[src/rtl/can_filt_pkg.sv]
package can_filt_pkg;
    localparam int ID_W  = 29;
    localparam int STD_W = 11;

    typedef struct packed {
        logic            rx_en;
        logic            is_tx;
        logic            ext;
        logic [ID_W-1:0] id;
    } slot_cfg_t;

    typedef enum logic {
        ST_IDLE   = 1'b0,
        ST_RESULT = 1'b1
    } res_state_t;
endpackage

[src/rtl/filt_cfg_regs.sv]
module filt_cfg_regs
    import can_filt_pkg::*;
#(
    parameter int NUM_SLOTS = 16,
    parameter int ADDR_W    = 5
) (
    input  logic                         clk,
    input  logic                         rst_n,
    input  logic                         we,
    input  logic [ADDR_W-1:0]            addr,
    input  logic [31:0]                  wdata,
    output slot_cfg_t [NUM_SLOTS-1:0]    slot_cfg,
    output logic [ID_W-1:0]              mask_g,
    output logic [ID_W-1:0]              mask_a,
    output logic [ID_W-1:0]              mask_b,
    output logic [NUM_SLOTS-1:0]         tx_req
);
    localparam int A_MASK_G = NUM_SLOTS;
    localparam int A_MASK_A = NUM_SLOTS + 1;
    localparam int A_MASK_B = NUM_SLOTS + 2;
    localparam int A_TXREQ  = NUM_SLOTS + 3;

    for (genvar s = 0; s < NUM_SLOTS; s++) begin : g_slot_reg
        always_ff @(posedge clk) begin
            if (!rst_n)
                slot_cfg[s] <= '0;
            else if (we && addr == ADDR_W'(s))
                slot_cfg[s] <= wdata;
        end
    end

    always_ff @(posedge clk) begin
        if (!rst_n) begin
            mask_g <= '0;
            mask_a <= '0;
            mask_b <= '0;
            tx_req <= '0;
        end else if (we) begin
            if (addr == ADDR_W'(A_MASK_G)) mask_g <= wdata[ID_W-1:0];
            if (addr == ADDR_W'(A_MASK_A)) mask_a <= wdata[ID_W-1:0];
            if (addr == ADDR_W'(A_MASK_B)) mask_b <= wdata[ID_W-1:0];
            if (addr == ADDR_W'(A_TXREQ))  tx_req <= wdata[NUM_SLOTS-1:0];
        end
    end
endmodule

[src/rtl/filt_slot_match.sv]
module filt_slot_match
    import can_filt_pkg::*;
#(
    parameter int NUM_SLOTS = 16
) (
    input  slot_cfg_t [NUM_SLOTS-1:0] slot_cfg,
    input  logic [ID_W-1:0]           mask_g,
    input  logic [ID_W-1:0]           mask_a,
    input  logic [ID_W-1:0]           mask_b,
    input  logic [ID_W-1:0]           rx_id,
    input  logic                      rx_ext,
    output logic [NUM_SLOTS-1:0]      hit
);
    localparam logic [ID_W-1:0] STD_KEEP = {{STD_W{1'b1}}, {(ID_W-STD_W){1'b0}}};

    for (genvar s = 0; s < NUM_SLOTS; s++) begin : g_cmp
        logic [ID_W-1:0] mask_sel;
        logic [ID_W-1:0] mask_eff;
        if (s == NUM_SLOTS - 1) begin : g_mb
            assign mask_sel = mask_b;
        end else if (s == NUM_SLOTS - 2) begin : g_ma
            assign mask_sel = mask_a;
        end else begin : g_mg
            assign mask_sel = mask_g;
        end
        assign mask_eff = rx_ext ? mask_sel : (mask_sel & STD_KEEP);
        assign hit[s] = slot_cfg[s].rx_en & ~slot_cfg[s].is_tx
                      & (slot_cfg[s].ext == rx_ext)
                      & ~|((rx_id ^ slot_cfg[s].id) & mask_eff);
    end
endmodule

[src/rtl/filt_prio_pick.sv]
module filt_prio_pick #(
    parameter int N     = 16,
    parameter int IDX_W = $clog2(N)
) (
    input  logic [N-1:0]     req,
    output logic [N-1:0]     onehot,
    output logic [IDX_W-1:0] idx,
    output logic             any
);
    always_comb begin
        onehot = '0;
        idx    = '0;
        any    = 1'b0;
        for (int i = N - 1; i >= 0; i--) begin
            if (req[i]) begin
                onehot    = '0;
                onehot[i] = 1'b1;
                idx       = IDX_W'(i);
                any       = 1'b1;
            end
        end
    end
endmodule

[src/rtl/can_slot_filter.sv]
module can_slot_filter
    import can_filt_pkg::*;
#(
    parameter int NUM_SLOTS = 16,
    parameter int ADDR_W    = $clog2(NUM_SLOTS + 4),
    parameter int IDX_W     = $clog2(NUM_SLOTS)
) (
    input  logic                 clk,
    input  logic                 rst_n,
    input  logic                 cfg_we,
    input  logic [ADDR_W-1:0]    cfg_addr,
    input  logic [31:0]          cfg_wdata,
    input  logic                 rx_valid,
    input  logic [ID_W-1:0]      rx_id,
    input  logic                 rx_ext,
    output logic                 res_valid,
    output logic [NUM_SLOTS-1:0] res_match,
    output logic [IDX_W-1:0]     res_slot,
    output logic                 res_hit,
    output logic                 tx_valid,
    output logic [IDX_W-1:0]     tx_slot
);
    slot_cfg_t [NUM_SLOTS-1:0] slot_cfg;
    logic [ID_W-1:0]           mask_g, mask_a, mask_b;
    logic [NUM_SLOTS-1:0]      tx_req;
    logic [NUM_SLOTS-1:0]      rx_hit_vec;
    logic [NUM_SLOTS-1:0]      rx_onehot;
    logic [IDX_W-1:0]          rx_idx;
    logic                      rx_any;
    logic [NUM_SLOTS-1:0]      tx_cand;
    logic [NUM_SLOTS-1:0]      tx_onehot;
    logic [IDX_W-1:0]          tx_idx;
    logic                      tx_any;
    res_state_t                state, state_nx;

    filt_cfg_regs #(.NUM_SLOTS(NUM_SLOTS), .ADDR_W(ADDR_W)) u_cfg (
        .clk(clk), .rst_n(rst_n), .we(cfg_we), .addr(cfg_addr), .wdata(cfg_wdata),
        .slot_cfg(slot_cfg), .mask_g(mask_g), .mask_a(mask_a), .mask_b(mask_b),
        .tx_req(tx_req)
    );

    filt_slot_match #(.NUM_SLOTS(NUM_SLOTS)) u_match (
        .slot_cfg(slot_cfg), .mask_g(mask_g), .mask_a(mask_a), .mask_b(mask_b),
        .rx_id(rx_id), .rx_ext(rx_ext), .hit(rx_hit_vec)
    );

    filt_prio_pick #(.N(NUM_SLOTS), .IDX_W(IDX_W)) u_rx_pick (
        .req(rx_hit_vec), .onehot(rx_onehot), .idx(rx_idx), .any(rx_any)
    );

    for (genvar s = 0; s < NUM_SLOTS; s++) begin : g_txc
        assign tx_cand[s] = slot_cfg[s].is_tx & tx_req[s];
    end

    filt_prio_pick #(.N(NUM_SLOTS), .IDX_W(IDX_W)) u_tx_pick (
        .req(tx_cand), .onehot(tx_onehot), .idx(tx_idx), .any(tx_any)
    );

    // state register
    always_ff @(posedge clk) begin
        if (!rst_n) state <= ST_IDLE;
        else        state <= state_nx;
    end

    // transitions: T_CAPTURE on strobe, T_RELEASE otherwise
    always_comb begin
        state_nx = ST_IDLE;
        unique case (state)
            ST_IDLE:   state_nx = rx_valid ? ST_RESULT : ST_IDLE;
            ST_RESULT: state_nx = rx_valid ? ST_RESULT : ST_IDLE;
            default:   state_nx = ST_IDLE;
        endcase
    end

    // outputs
    always_comb res_valid = (state == ST_RESULT);

    always_ff @(posedge clk) begin
        if (!rst_n) begin
            res_match <= '0;
            res_slot  <= '0;
            res_hit   <= 1'b0;
            tx_valid  <= 1'b0;
            tx_slot   <= '0;
        end else begin
            if (rx_valid) begin
                res_match <= rx_onehot;
                res_slot  <= rx_idx;
                res_hit   <= rx_any;
            end
            tx_valid <= tx_any;
            tx_slot  <= tx_idx;
            if (tx_onehot == '0) tx_slot <= '0;
        end
    end
endmodule

[config.mk]
export PLATFORM = sky130hd
export DESIGN_NAME = can_slot_filter
export DESIGN_NICKNAME = d
export VERILOG_FILES = /design/src/rtl/can_filt_pkg.sv /design/src/rtl/filt_cfg_regs.sv /design/src/rtl/filt_slot_match.sv /design/src/rtl/filt_prio_pick.sv /design/src/rtl/can_slot_filter.sv
export SDC_FILE = /design/constraint.sdc
export NUM_CORES = 2
export LEC_CHECK = 0
export ABC_AREA = 1
export BUFFER_PORTS_ARGS = -buffer_cell sky130_fd_sc_hd__buf_4
export CORE_MARGIN = 2
export CORE_UTILIZATION = 28
export DETAILED_ROUTE_END_ITERATION = 8
export PLACE_DENSITY = 0.5
export SLEW_MARGIN = 10
export SYNTH_ARGS = -nofsm -noshare
export SYNTH_HDL_FRONTEND = slang
export SYNTH_HIERARCHICAL = 1
export SYNTH_SLANG_ARGS = --single-unit
[constraint.sdc]
create_clock -name clk -period 2.8 [get_ports clk]
set_input_delay 0.84 -clock clk [delete_from_list [all_inputs] [get_ports clk]]
set_output_delay 0.84 -clock clk [all_outputs]
set_load 0.01 [all_outputs]
# After elaboration in Yosys (flattened, before gate mapping)
# Cells that the tools add are included.
dict set report classes {
  eq_ne 35
  mux 99
  bitwise_logic 113
  reduce_logical 58
}
# operator count
set ops {}
lappend ops {{16-bit two-way mux} 32}
lappend ops {{29-bit bitwise AND} 16}
lappend ops {{29-bit OR reduction} 16}
lappend ops {{29-bit bitwise XOR} 16}
lappend ops {{4-bit two-way mux} 24}
lappend ops {{1-bit bitwise AND} 64}
lappend ops {{18-bit two-way mux} 3}
lappend ops {{5-bit by 4-bit equality test with 1-bit output, second input constant} 8}
lappend ops {{1-bit two-way mux} 34}
lappend ops {{5-bit by 3-bit equality test with 1-bit output, second input constant} 4}
lappend ops {{5-bit equality test, second input constant} 4}
lappend ops {{1-bit inverter} 17}
lappend ops {{1-bit equality test} 16}
lappend ops {{1-bit logical AND} 16}
lappend ops {{1-bit zero test} 16}
lappend ops {{16-bit zero test} 1}
lappend ops {{3-bit two-way mux} 4}
lappend ops {{5-bit by 2-bit equality test with 1-bit output, second input constant} 2}
lappend ops {{10-bit OR reduction} 1}
lappend ops {{2-bit AND reduction} 4}
lappend ops {{6-bit OR reduction} 1}
lappend ops {{5-bit by 1-bit equality test with 1-bit output, second input constant} 1}
lappend ops {{5-bit zero test} 1}
lappend ops {{2-bit two-way mux} 2}
lappend ops {{2 further kinds} 2}
dict set report totals {
  reg_bits 642
  inputBits 71
}

# Depth between registers and ports, before layout
dict set report depth {
  ltp_word 21
  mapped_depth 24
}

# Modules after synthesis
# Netlist, hierarchy kept.
# mod instances cells_per_inst area_each_um2
set by_module_without_submodules {}
lappend by_module_without_submodules {filt_cfg_regs 1 4398 27317.4}
lappend by_module_without_submodules {filt_slot_match 1 2626 10857.9}
lappend by_module_without_submodules {can_slot_filter 1 157 1069.8}
lappend by_module_without_submodules {filt_prio_pick 2 82 395.4}

# Least setup slack after synthesis
# OpenSTA, ideal clock, no wires.
dict set report synth_path {
  kind {input to register}
  startpoint {input rx_ext}
  endpoint {register res_match[14]}
  setup_ns 0.064
  t_arrival_ns 2.551
  t_required_ns 2.736
  setup_slack_ns 0.185
  path_stages 17
  path_cell_list {buf_2 > nand2_1 > inv_1 > buf_2 > nand3_1 > nand4_1 > nor2_1 > nand2_1 > nor2_1 > nor2_4 > nand3_4 > clkinv_2 > nand2_4 > or3_4 > nor2_2 > nor2_1 > nor2_1}
}
# element line
set synth_lines {}
lappend synth_lines {{start: declaration} can_slot_filter.sv:15} ;# input logic rx_ext,
lappend synth_lines {{18-bit two-way mux} filt_slot_match.sv:26} ;# assign mask_eff = rx_ext ? mask_sel : (mask_sel & STD_KEEP);
lappend synth_lines {{29-bit bitwise AND} filt_slot_match.sv:29} ;# & ~|((rx_id ^ slot_cfg[s].id) & mask_eff);
lappend synth_lines {{29-bit OR reduction} filt_slot_match.sv:29}
lappend synth_lines {{1-bit zero test} filt_slot_match.sv:29}
lappend synth_lines {{1-bit bitwise AND (*)} filt_slot_match.sv:29}
lappend synth_lines {{net rx_hit_vec[5]} can_slot_filter.sv:26} ;# logic [NUM_SLOTS-1:0] rx_hit_vec;
lappend synth_lines {{16-bit two-way mux (*) (6 in a row)} filt_prio_pick.sv:15} ;# if (req[i]) begin
lappend synth_lines {{net rx_onehot[14]} can_slot_filter.sv:27} ;# logic [NUM_SLOTS-1:0] rx_onehot;
lappend synth_lines {{end signal: assignment} can_slot_filter.sv:87} ;# res_match <= rx_onehot;
lappend synth_lines {{end: declaration} can_slot_filter.sv:17} ;# output logic [NUM_SLOTS-1:0] res_match,
# Mark *: on every way through the listed nets, which the timed path passes. The rest lies on a longest branch.
# A chain may end at the register's enable or synchronous reset.

# Worst setup path in the final report
dict set report layout_path {
  startpoint {input rx_ext}
  endpoint {register res_match[13]}
}
# element line
set layout_lines {}
lappend layout_lines {{18-bit two-way mux} filt_slot_match.sv:26}
lappend layout_lines {{29-bit bitwise AND} filt_slot_match.sv:29}
lappend layout_lines {{29-bit OR reduction} filt_slot_match.sv:29}
lappend layout_lines {{1-bit zero test} filt_slot_match.sv:29}
lappend layout_lines {{1-bit bitwise AND (*)} filt_slot_match.sv:29}
lappend layout_lines {{net rx_hit_vec[3]} can_slot_filter.sv:26}
lappend layout_lines {{16-bit two-way mux (*) (4 in a row)} filt_prio_pick.sv:15}
lappend layout_lines {{net rx_onehot[13]} can_slot_filter.sv:27}
# Marked as above.

==> impl_metrics.py <==
metrics = {
    "clocking": {
        "post_cts_resize_count": 2,
        "cts_setup_buffers": 0,
        "cts_max_level": 3,
        "clk_latency_ns": 0.69,
        "numCtsBuffers": 83,
        "clockRootBuffer": "clkbuf_16",
        "cts_hold_buf": 0,
        "cts_max_path_buffers": 3,
        "numClockSinks": 642,
        "cts_tree": "done",
        "clk_pin_slew_ns": 0.06,
    },
    "worst_setup_path": {
        "cp_top_family": "simple AND/OR/NAND/NOR gates",
        "crit_arrival_ns": 3.36,
        "crit_cells": 17,
        "slowest_stage": "nor3_1",
        "cp-start-kind": "input port",
        "crit_type": "input port to register",
        "r2r_cells": 16,
        "path_cells": "buf_12 -> nand2_1 -> inv_1 -> buf_4 -> nand3_1 -> nand4_1 -> nor2_1 -> nand2_1 -> nor2_1 -> nor2_2 -> nand3_4 -> clkinv_2 -> nand2_4 -> buf_4 -> nor3_1 -> nor2_1 -> nor2_1",
        "cp_num_buf_inv": 5,
        "slowest_delay_ns": 0.35,
        "cp_common_cell": "nor2_1",
        "cp-end-kind": "register",
        "critical_path.max_fanout": 33,
        "critPathRequiredTime_ns": 3.43,
    },
    "power_and_ir_drop": {
        "seqPwrFrac": 0.401,
        "internal-power_uw": 17000,
        "clkPwrFrac": 0.497,
        "leakage_uw": 0.0235,
        "total_power_uw": 23400,
        "irDropWorstVdd_v": 0.000442,
        "swShare": 0.272,
        "p_per_area_nw_per_um2": 489,
        "switchingPower_uw": 6360,
        "p_comb_frac": 0.103,
    },
    "routing": {
        "route.vias.total": 41600,
        "drc": 0,
        "wl_per_cell_um": 16.9,
        "drt-pass1-iter-count": 6,
        "postRouteWirelength_mm": 159,
        "drtAntennaViolNets": 0,
        "routed_via_density": 4.41,
        "drtIter0Drc": 4184,
    },
    "sta": {
        "hold_viol": 0,
        "max_freq_ghz": 0.367,
        "drv_slew": 0,
        "grt_setup_unrepaired": "false",
        "slew_headroom": 0.481,
        "worst_pin_slew_ns": 0.779,
        "finClkSkew_ns": 0.0310,
        "setup_violations": 0,
        "min_period_ns": 2.73,
        "finalCritPeriodShare": 0.974,
    },
    "placed_design": {
        "dp_hpwl_mm": 108,
        "gp_congestion": 0.924,
        "io_buffers": 97,
        "dp_cells": 9274,
    },
    "synth": {
        "yosysWarnings": 6,
        "syn_area_um2": 40000,
        "ys_ff_latch": 642,
        "yosys.cell_types.count": 28,
        "synth_area_leaders": "dfxtp_1 (32%), nand2_1 (23%), inv_1 (15%)",
        "synth_top_area_frac": 0.321,
        "syn_avg_cell_area_um2": 5.45,
        "yosysSeqAreaShare": 0.321,
        "synth_nets": 7416,
        "syn_inst": 7345,
        "synth_top_area_cell": "dfxtp_1",
    },
    "layout": {
        "multi_input_area_um2": 19200,
        "final_core_util": 0.338,
        "regArea_um2": 12900,
        "final_nets": 7540,
        "fin_cells": 9429,
        "fillCellCount": 15600,
        "syn2layout_area_growth_pct": 19.6,
        "drive_above_1_share": 0.0896,
    },
    "floorplan": {
        "initial_core_util": 0.282,
        "io-pin-count": 98,
        "core-area_um2": 142000,
        "floorplan.die_area_um2": 146000,
        "fp.dieW_um": 382,
        "rows": 138,
        "die_h_um": 382,
    },
    "grt": {
        "antenna_found_initial": 6,
        "gr-total-overflow": 0,
        "grt_pass1_vias": 36900,
        "grt_usage": 0.214,
        "grt_pass1_wl_mm": 238,
        "grt_max_degree": 89,
    },
    "outcome": {
        "status": "complete, no violations",
    },
    "worst_hold_path": {
        "hold_class": "input port to register",
        "holdPathStages": 3,
    },
    "job": {
        "maxCapViolCount": 0,
    },
}
[power by group through the flow]
stage          clock network [µW]  registers (µW)  logic [µW]
4_1_cts                     11900            9370        2390
6_report                    11600            9380        2400
2_1_floorplan                   0            9550        1330
3_5_place_dp                    0            9580        2380
3_3_place_gp                    0            9570        2370
5_1_grt                     12200            9390        2630
[cell type report]
| cell class | instances | area share |
|---|---|---|
| clock buffers | 121 | 0.0527 |
| inverters | 1659 | 0.130 |
| well taps | 1890 | 0.0494 |
| multi-input cells | 4636 | 0.401 |
| clock inverters | 32 | 0.00850 |
| flip-flops and latches | 642 | 0.269 |
| repair buffers | 447 | 0.0899 |
| diodes | 2 | 0.000105 |
[path summary, 6_finish.rpt]
check | end | slack [ns] | startpoint
min reg2reg | u_cfg/slot_cfg[352] | 0.50 | u_cfg/slot_cfg[352]
max reg2reg | res_match[13] | 0.13 | u_cfg/mask_g[8]
max | res_match[13] | 0.07 | rx_ext
min | u_cfg/slot_cfg[29] | 0.41 | cfg_wdata[29]
[cells in the mapped netlist]
library cell	n
a21oi_1	14
a31oi_1	2
buf_1	27
buf_2	189
buf_4	45
buf_6	1
clkbuf_1	146
clkinv_1	11
clkinv_2	2
dfxtp_1	642
inv_1	1619
inv_2	27
nand2_1	2464
nand2_4	3
nand3_1	910
nand3_2	2
nand3_4	2
nand3b_1	24
nand4_1	54
nor2_1	1084
nor2_2	12
nor2_4	3
nor3_1	23
nor4_1	4
o21ai_0	19
o21ai_1	5
or2_2	9
or3_4	2
[registers in the layout, summed over array words and instances, names as in the netlist]
name,cells
u_cfg/slot_cfg,512
u_cfg/mask_a,29
u_cfg/mask_b,29
u_cfg/mask_g,29
res_match,16
u_cfg/tx_req,16
res_slot,4
tx_slot,4
res_hit,1
res_valid,1
tx_valid,1
[through the flow]
stage                     cell area (µm²)  worst slack [ns]  hold WS [ns]  TNS, ns
after detailed placement            44900            -0.939         0.485   -15.01
after global routing                47900            0.0142         0.399        0
after global placement              44900            -0.921         0.474   -14.79
final                               47900            0.0737         0.410        0
after CTS                           47800            0.0470         0.350        0
after floorplan                     40000             0.185         0.455        0
[worst register-to-register path: cells and delay by family (launching register included)]
family / cells / cell delay [ns]
AND/OR/NAND/NOR: 12 / 1.67
buffers and inverters: 4 / 0.54
flip-flops: 1 / 0.38
[placed cells by master, fill, tap and decap left out, types with 19 or more instances in the layout]
master and n:
dfxtp_1 642, buf_4 371, o21ai_0 19, inv_2 26, clkbuf_16 86, nand2_1 2462
nand3_1 898, nand4_1 54, clkbuf_8 24, buf_12 75, nand3b_1 24, inv_1 1619
nor2_1 1076, nor3_1 22
[cells by family (layout without fill, tap and decap cells)]
| logic type | after synthesis | count (layout) | share of synthesized area |
|---|---|---|---|
| other | 0 | 2 | 0 |
| buffers and inverters | 2067 | 2259 | 0.204 |
| AND/OR/NAND/NOR | 4596 | 4596 | 0.470 |
| AO/OA/AOI/OAI | 40 | 40 | 0.00506 |
| flip-flops | 642 | 642 | 0.321 |
[routing by layer]
metal  up-vias  GRT usage  part of all wire
li1      21500          -                 -
met1     18600      0.312              0.47
met2      1339      0.329              0.43
met3       173     0.0280             0.075
met4         0     0.0595             0.024
met5         -          0                 0
(Power assumes the default switching activity.)
